**src/rtl/rnsc_pkg.sv**
```systemverilog
package rnsc_pkg;

    localparam int RN_WIDTH = 4;
    localparam int DST_W    = 2;
    localparam int IDX_W    = $clog2(RN_WIDTH + 1);

    typedef enum logic [2:0] {
        ST_IDLE  = 3'd0,
        ST_RUN   = 3'd1,
        ST_BLK   = 3'd2,
        ST_UNBLK = 3'd3,
        ST_SQ    = 3'd4
    } rn_state_e;

    typedef struct packed {
        logic [IDX_W-1:0]                cnt;
        logic [RN_WIDTH-1:0]             kill;
        logic [RN_WIDTH-1:0][DST_W-1:0]  dst;
    } rn_group_t;

    function automatic logic [IDX_W-1:0] slot_id(input int k);
        return IDX_W'(k);
    endfunction

endpackage

```
**src/rtl/rn_credit.sv**
```systemverilog
module rn_credit
    import rnsc_pkg::*;
#(
    parameter int FREE_W = 8,
    parameter int DELAY  = 1
) (
    input  logic [FREE_W-1:0] rob_free,
    input  logic [FREE_W-1:0] iq_free,
    output logic              cr_ok,
    output logic [IDX_W-1:0]  lim
);
    localparam int CW = FREE_W + 2;
    localparam logic signed [CW-1:0] RESERVE = CW'(RN_WIDTH * DELAY);
    localparam logic signed [CW-1:0] CAP     = CW'(RN_WIDTH);

    logic signed [CW-1:0] rob_c, iq_c, mn;

    assign rob_c = $signed({2'b00, rob_free}) - RESERVE;
    assign iq_c  = $signed({2'b00, iq_free})  - RESERVE;
    assign mn    = (rob_c < iq_c) ? rob_c : iq_c;
    assign cr_ok = (mn > CW'(0));

    always_comb begin
        if (!cr_ok)
            lim = '0;
        else if (mn >= CAP)
            lim = IDX_W'(RN_WIDTH);
        else
            lim = mn[IDX_W-1:0];
    end

endmodule

```
**src/rtl/rn_slot_walk.sv**
```systemverilog
module rn_slot_walk
    import rnsc_pkg::*;
#(
    parameter int PREG_W = 8
) (
    input  rn_group_t           grp,
    input  logic [IDX_W-1:0]    start_idx,
    input  logic [IDX_W-1:0]    lim,
    input  logic [PREG_W-1:0]   preg_free,
    output logic [RN_WIDTH-1:0] take,
    output logic                halted,
    output logic [IDX_W-1:0]    end_idx,
    output logic [PREG_W-1:0]   regs_used
);
    logic [IDX_W-1:0]  cr_c [RN_WIDTH+1];
    logic [PREG_W-1:0] pr_c [RN_WIDTH+1];
    logic              hl_c [RN_WIDTH+1];
    logic [IDX_W-1:0]  at_c [RN_WIDTH+1];

    assign cr_c[0] = lim;
    assign pr_c[0] = preg_free;
    assign hl_c[0] = 1'b0;
    assign at_c[0] = grp.cnt;

    for (genvar k = 0; k < RN_WIDTH; k++) begin : g_slot
        logic              in_rng, live, short_k;
        logic [PREG_W-1:0] need;

        assign need    = {{(PREG_W-DST_W){1'b0}}, grp.dst[k]};
        assign in_rng  = (slot_id(k) >= start_idx) && (slot_id(k) < grp.cnt);
        assign live    = in_rng && !grp.kill[k] && !hl_c[k];
        assign short_k = live && ((cr_c[k] == '0) || (pr_c[k] < need));
        assign take[k] = live && !short_k;

        assign hl_c[k+1] = hl_c[k] | short_k;
        assign at_c[k+1] = short_k ? slot_id(k) : at_c[k];
        assign cr_c[k+1] = take[k] ? cr_c[k] - 1'b1 : cr_c[k];
        assign pr_c[k+1] = take[k] ? pr_c[k] - need : pr_c[k];
    end

    assign halted    = hl_c[RN_WIDTH];
    assign end_idx   = at_c[RN_WIDTH];
    assign regs_used = preg_free - pr_c[RN_WIDTH];

endmodule

```
**src/rtl/rn_skid.sv**
```systemverilog
module rn_skid
    import rnsc_pkg::*;
#(
    parameter int DEPTH = 4,
    localparam int PTR_W = (DEPTH > 1) ? $clog2(DEPTH) : 1,
    localparam int OCC_W = $clog2(DEPTH + 1)
) (
    input  logic      clk,
    input  logic      rst,
    input  logic      push,
    input  logic      pop,
    input  logic      flush,
    input  rn_group_t din,
    output rn_group_t head,
    output logic      empty,
    output logic      full,
    output logic      one_left
);
    rn_group_t        mem [DEPTH];
    logic [PTR_W-1:0] rd_q, wr_q;
    logic [OCC_W-1:0] occ_q;
    logic             do_push, do_pop;

    function automatic logic [PTR_W-1:0] bump(input logic [PTR_W-1:0] p);
        return (p == PTR_W'(DEPTH - 1)) ? '0 : p + 1'b1;
    endfunction

    assign empty    = (occ_q == '0);
    assign full     = (occ_q == OCC_W'(DEPTH));
    assign one_left = (occ_q == OCC_W'(1));
    assign do_pop   = pop && !empty;
    assign do_push  = push && (!full || do_pop);
    assign head     = mem[rd_q];

    always_ff @(posedge clk) begin
        if (do_push && !flush)
            mem[wr_q] <= din;
    end

    always_ff @(posedge clk) begin
        if (rst || flush) begin
            rd_q  <= '0;
            wr_q  <= '0;
            occ_q <= '0;
        end else begin
            if (do_push) wr_q <= bump(wr_q);
            if (do_pop)  rd_q <= bump(rd_q);
            case ({do_push, do_pop})
                2'b10:   occ_q <= occ_q + 1'b1;
                2'b01:   occ_q <= occ_q - 1'b1;
                default: occ_q <= occ_q;
            endcase
        end
    end


    no_overflow_chk: assert property (@(posedge clk) disable iff (rst)
        (push && full && !flush) |-> pop);


    pop_has_data_chk: assert property (@(posedge clk) disable iff (rst)
        (pop && !flush) |-> !empty);

endmodule

```
**src/rtl/rn_stall_ctrl.sv**
```systemverilog
module rn_stall_ctrl
    import rnsc_pkg::*;
#(
    parameter int FREE_W     = 8,
    parameter int PREG_W     = 8,
    parameter int DELAY      = 1,
    parameter int SKID_DEPTH = 4
) (
    input  logic                      clk,
    input  logic                      rst,
    input  logic [IDX_W-1:0]          dec_cnt,
    input  logic [RN_WIDTH-1:0]       dec_kill,
    input  logic [RN_WIDTH*DST_W-1:0] dec_dst,
    input  logic [FREE_W-1:0]         rob_free,
    input  logic [FREE_W-1:0]         iq_free,
    input  logic [PREG_W-1:0]         preg_free,
    input  logic                      iew_stall,
    input  logic                      cmt_stall,
    input  logic                      cmt_squash,
    input  logic                      cmt_rob_squashing,
    output logic                      stall_dec,
    output logic [RN_WIDTH-1:0]       grant,
    output logic                      grant_from_skid,
    output logic [PREG_W-1:0]         regs_used,
    output logic [2:0]                state_o
);
    rn_state_e        state_q, state_n, act;
    logic [IDX_W-1:0] idx_q, idx_n;

    rn_group_t        in_grp, src_grp, head_grp;
    logic             has_in, squash_any, down_stall, use_skid;
    logic             cr_ok;
    logic [IDX_W-1:0] lim, start_idx, end_idx;
    logic [RN_WIDTH-1:0] walk_take;
    logic             walk_halt;
    logic [PREG_W-1:0] walk_regs;
    logic             push, pop, flush, do_walk;
    logic             sk_empty, sk_full, sk_one;

    assign in_grp.cnt  = dec_cnt;
    assign in_grp.kill = dec_kill;
    assign in_grp.dst  = dec_dst;

    assign has_in     = (dec_cnt != '0);
    assign squash_any = cmt_squash | cmt_rob_squashing;
    assign down_stall = iew_stall | cmt_stall;
    assign use_skid   = (state_q == ST_UNBLK);
    assign src_grp    = use_skid ? head_grp : in_grp;
    assign start_idx  = use_skid ? idx_q : '0;

    rn_credit #(.FREE_W(FREE_W), .DELAY(DELAY)) u_credit (
        .rob_free (rob_free),
        .iq_free  (iq_free),
        .cr_ok    (cr_ok),
        .lim      (lim)
    );

    rn_slot_walk #(.PREG_W(PREG_W)) u_walk (
        .grp       (src_grp),
        .start_idx (start_idx),
        .lim       (lim),
        .preg_free (preg_free),
        .take      (walk_take),
        .halted    (walk_halt),
        .end_idx   (end_idx),
        .regs_used (walk_regs)
    );

    rn_skid #(.DEPTH(SKID_DEPTH)) u_skid (
        .clk      (clk),
        .rst      (rst),
        .push     (push),
        .pop      (pop),
        .flush    (flush),
        .din      (in_grp),
        .head     (head_grp),
        .empty    (sk_empty),
        .full     (sk_full),
        .one_left (sk_one)
    );

    always_comb begin
        state_n   = state_q;
        idx_n     = idx_q;
        push      = 1'b0;
        pop       = 1'b0;
        flush     = 1'b0;
        stall_dec = 1'b0;
        do_walk   = 1'b0;
        act       = (state_q == ST_SQ) ? ST_RUN : state_q;

        if (squash_any) begin
            flush   = 1'b1;
            idx_n   = '0;
            state_n = ST_SQ;
        end else begin
            case (act)
                ST_IDLE, ST_RUN: begin
                    if (down_stall) begin
                        push      = has_in;
                        stall_dec = 1'b1;
                        state_n   = ST_BLK;
                    end else if (!has_in) begin
                        state_n = ST_IDLE;
                    end else if (!cr_ok) begin
                        push      = 1'b1;
                        stall_dec = 1'b1;
                        state_n   = ST_BLK;
                    end else begin
                        do_walk = 1'b1;
                        if (walk_halt) begin
                            push      = 1'b1;
                            idx_n     = end_idx;
                            stall_dec = 1'b1;
                            state_n   = ST_BLK;
                        end else begin
                            idx_n   = '0;
                            state_n = ST_RUN;
                        end
                    end
                end
                ST_UNBLK: begin
                    push = has_in;
                    if (down_stall || !cr_ok) begin
                        stall_dec = 1'b1;
                        state_n   = ST_BLK;
                    end else begin
                        do_walk = 1'b1;
                        if (walk_halt) begin
                            idx_n     = end_idx;
                            stall_dec = 1'b1;
                            state_n   = ST_BLK;
                        end else begin
                            pop   = 1'b1;
                            idx_n = '0;
                            if (sk_one && !has_in) begin
                                state_n = ST_RUN;
                            end else begin
                                stall_dec = 1'b1;
                                state_n   = ST_UNBLK;
                            end
                        end
                    end
                end
                ST_BLK: begin
                    push      = has_in;
                    stall_dec = 1'b1;
                    if (!down_stall && cr_ok && (preg_free != '0))
                        state_n = (sk_empty && !has_in) ? ST_RUN : ST_UNBLK;
                end
                default: begin
                    state_n = ST_IDLE;
                end
            endcase
        end
    end

    assign grant           = do_walk ? walk_take : '0;
    assign regs_used       = do_walk ? walk_regs : '0;
    assign grant_from_skid = do_walk && use_skid;
    assign state_o         = state_q;

    always_ff @(posedge clk) begin
        if (rst) begin
            state_q <= ST_IDLE;
            idx_q   <= '0;
        end else begin
            state_q <= state_n;
            idx_q   <= idx_n;
        end
    end


    no_credit_no_grant_chk: assert property (@(posedge clk) disable iff (rst)
        !cr_ok |-> (grant == '0));


    grant_within_credit_chk: assert property (@(posedge clk) disable iff (rst)
        $countones(grant) <= int'(lim));


    regs_fit_chk: assert property (@(posedge clk) disable iff (rst)
        regs_used <= preg_free);


    blocked_stalls_chk: assert property (@(posedge clk) disable iff (rst)
        (state_q == ST_BLK && !squash_any) |-> (stall_dec && grant == '0));


    squash_enter_chk: assert property (@(posedge clk) disable iff (rst)
        squash_any |=> (state_q == ST_SQ));


    squash_quiet_chk: assert property (@(posedge clk) disable iff (rst)
        squash_any |-> (!stall_dec && grant == '0));


    idx_zero_when_running_chk: assert property (@(posedge clk) disable iff (rst)
        (state_q == ST_RUN || state_q == ST_IDLE) |-> (idx_q == '0));

endmodule

```
**config.mk**
```make
export PLATFORM = sky130hd
export DESIGN_NAME = rn_stall_ctrl
export DESIGN_NICKNAME = d
export VERILOG_FILES = /design/src/rtl/rnsc_pkg.sv /design/src/rtl/rn_credit.sv /design/src/rtl/rn_slot_walk.sv /design/src/rtl/rn_skid.sv /design/src/rtl/rn_stall_ctrl.sv
export SDC_FILE = /design/constraint.sdc
export NUM_CORES = 1
export LEC_CHECK = 0
export BUFFER_PORTS_ARGS = -buffer_cell sky130_fd_sc_hd__buf_2
export CORE_MARGIN = 3
export CORE_UTILIZATION = 55
export CTS_CLUSTER_DIAMETER = 40
export DETAILED_ROUTE_END_ITERATION = 8
export PLACE_DENSITY = 0.74
export SKIP_LAST_GASP = 1
export SLEW_MARGIN = 40
export SYNTH_ARGS = -nofsm -noshare
export SYNTH_HDL_FRONTEND = slang
export SYNTH_SLANG_ARGS = --single-unit
```
**constraint.sdc**
```tcl
create_clock -name clk -period 14.1 [get_ports clk]
set_clock_uncertainty 0.05 [all_clocks]
set_input_delay 1.41 -clock clk [delete_from_list [all_inputs] [get_ports clk]]
set_output_delay 1.41 -clock clk [all_outputs]
set_load 0.03 [all_outputs]
```
==> metrics.md <==
| Metric | Value |
|---|---|
| Antenna-violating nets left | 0 |
| Area leader, netlist | edfxtp_1 |
| WP data required | between 10 and 15 ns |
| Die W | 109 µm |
| EDFF count, synth | 60 |
| Gr ovfl total | 0 |
| IR drop worst, VDD | 0.000125 V |
| DIE AREA | 12000 µm² |
| Top post-synthesis cells by area | edfxtp_1 (31%), ha_1 (8.7%), mux4_2 (5.7%) |
| Post-synth ARST share | 0% |
| Critical Path Source Type | input port |
| Compound-Gate Fraction of Synth Area | 16.7% |
| Slew Limit Fails | 0 |
| RSZ-0062 raised after global routing | false |
| CTS Hold Bufs | 0 |
| Die Y | 109 µm |
| Root buffer cell | clkbuf_8 |
| CP dominant cell by count | ha_1 |
| Area Overhead vs Synth | 11.6% |
| Fmax | 74.4 MHz |
| Total wire length | 14400 µm |
| Post-Synth XOR/XNOR Area | between 4 and 5% |
| Worst slew pin tran | 0.782 ns |
| CTS tree | built |
| Cell Count Post-Placement | approximately 760 |
| Top_reg_cell synth | edfxtp_1 |
| Design Area, Final | between 6000 and 7000 µm² |
| Switching power total | 0.215 mW |
| Post-Place Cell Area | ~6300 µm² |
| Max stage delay on crit path | 0.49 ns |
| Yosys warns | 0 |
| Comb power frac | 37.8% |
| Effective utilization at floorplan | 56.7% |
| Sequential area share after synthesis | 35.7% |
| Yosys top cell area share | between 30% and 40% |
| DR DRC count | 0 |
| Average size of a mapped cell | 10.1 µm² |
| WL per Instance | 18.4 µm |
| Syn nets | 671 |
| Global-route wire length before repair | 22800 µm |
| Post-synthesis mux area share | 9.00% |
| Setup TNS | 0 ns |
| Pwr dens | 97.0 nW/µm² |
| Adder-cell share of the synthesized area | 10.4% |
| Final WS setup | 0.663 ns |
| CTS H-tree lvls | 3 |
| Largest net degree at the start of global routing | 17 |
| Area of the core | 10400 µm² |
| Initial DRC count | ~280 |
| Slew margin rel. | 47.9% |
| Post-Place Setup Slack | 0.139 ns |
| Final HPWL DP | between 10000 and 15000 µm |
| CP Max Fanout | 7 |
| CP endpoint kind | output pin |
| Synthesized area | 5880 µm² |
| Worst hold path class | register to register |
| PortBufs | 61 |
| Non-Filler Instances | 783 |
| All-Layer GR Usage | 24.6% |
| Switching share of power | roughly 34% |
| Leakage power | 2.45 nW |
| # Max-Cap Violations | 0 |
| Clock Latency Late Sink | about 0.34 ns |
| Maximum buffer depth of the clock tree | 2 |
| Nets | approximately 730 |
| RD Place Congestion | ~0.97 |
| Detailed Routing Iterations Pass 1 | 5 |
| Largest family of logic cells by synthesized area | simple AND/OR/NAND/NOR gates |
| Share of cells above drive strength 1 | 21.0% |
| Pwr Total | 0.636 mW |
| Final setup violating endpoints | 0 |
| Final min period | 13.44 ns |
| Int Pwr | 0.421 mW |
| Drt via density | 6.26 |
| Setup Crit Path Kind | input port to output pin |
| Status | finished clean |
| Initial antenna violation count | 0 |
| Post-Syn Instances | 580 |
| Hold Vio Cnt, Final | 0 |
| Clk sinks | 75 |
| Clock transition at the registers of the reported paths | 0.07 ns |
| Clock power frac | between 20% and 30% |
| Vias | 4902 |
| Rows | 37 |
| Top Ports | 62 |
| Num CTS Buffers | 9 |
| Worst hold slack | 0.450 ns |
| WP data arrival | roughly 12 ns |
| Final design utilization | 63.3% |
| Yosys reg bits | 75 |
| Vias in the first global route | 4667 |
| Worst path slowest cell | or4b_1 |
| Simple-Gate Fraction of Synth Area | between 20% and 30% |
| Fin crit share | 95.3% |
| Seq pwr share | 38.8% |
| Antenna Diode Count | 0 |
| Post-synth cell types | 85 |
cell usage after synthesis, drive strengths merged, types with 4 or more instances:
master	n
edfxtp	60
nor2	54
nand2	49
ha	41
o21ai	35
inv	25
nor3	25
a21oi	20
or3	19
xnor2	16
dfxtp	15
mux4	15
mux2i	12
xor2	12
and2	11
nand2b	11
nand3	11
or2	9
clkbuf	8
nor4	8
o31a	8
a21o	7
buf	7
a211oi	6
mux2	6
o211ai	6
and3	5
fa	5
nor2b	5
nor4b	5
o211a	5
or4	5
a31oi	4
nand4	4
o21a	4
metal layers:
layer	global-route usage, %	up-vias	share of wire, %
li1	-	2327	-
met1	32.1	2364	43
met2	41.7	175	50
met3	2.64	36	5.1
met4	10.1	0	2.5
met5	0	-	0
layout make-up:
| class | instances | area, µm² |
|---|---|---|
| clock buffers | 12 | 135 |
| clock inverters | 4 | 41.3 |
| flip-flops and latches | 75 | 2100 |
| inverters | 25 | 93.8 |
| fillers | 830 | 3810 |
| well taps | 136 | 170 |
| repair buffers | 66 | 347 |
| multi-input cells | 465 | 3670 |
cells by family (layout without fill, tap and decap cells):
logic type                 count (synthesis)  count (layout)
adders and majority gates                 46              46
muxes                                     33              33
xor gates and xnor gates                  28              28
and+or+nand+nor                          232             232
DFF                                       75              75
buffers and inverters                     40             107
AOI/OAI and AO/OA                        126             126
worst max-delay path, delay by kind of cell:
kind / cells / cell delay, ns
AO/OA/AOI/OAI: 15 / 2.94
XOR/XNOR: 3 / 0.43
adder cells (fa/ha/maj): 10 / 2.67
buffers and inverters: 6 / 0.57
multiplexers: 3 / 1.09
AND/OR/NAND/NOR: 13 / 2.83
state kept, by name (all words and copies together) (netlist names), named ones only:
signal / count
idx_q: 3
u_skid.mem: 60
u_skid.occ_q: 3
u_skid.rd_q: 2
state_o: 3
u_skid.wr_q: 2
path summary, 6_finish.rpt:
path                                startpoint          endpoint  slack, ns  depth (start not counted)
worst max register to register      state_o[1]  u_skid.mem[3][2]       4.94                         33
worst min register to register  u_skid.wr_q[1]    u_skid.wr_q[1]       0.45                          2
worst min-delay path            u_skid.wr_q[1]    u_skid.wr_q[1]       0.45                          2
worst max-delay path                iq_free[2]      regs_used[7]       0.66                         50
what timing repair did:
action,CTS,global route
endpoints found under the hold margin,0,0
gates resized for setup,0,10
setup buffers,0,2
setup endpoints to repair,0,3
power groups by stage:
stage                     clock [mW]  combinational, mW  sequential (mW)
final                          0.149              0.240            0.247
after global routing           0.161              0.265            0.247
after CTS                      0.153              0.229            0.247
after global placement             0              0.223            0.251
after detailed placement           0              0.227            0.251
after floorplan                    0              0.171            0.251
cells in the final DEF, fill, tap and decap left out, types with 10 or more instances in the layout:
cell type / instances
xor2_1: 12
edfxtp_1: 60
inv_1: 24
nand2_1: 49
a21oi_1: 18
mux4_2: 15
nor2_1: 53
dfxtp_1: 15
nand2b_1: 11
buf_2: 61
mux2i_1: 10
nor3_1: 21
nand3_1: 11
o21ai_0: 26
xnor2_1: 16
and2_1: 11
or3_1: 19
ha_1: 41
Power figures use the tool's default switching activity.
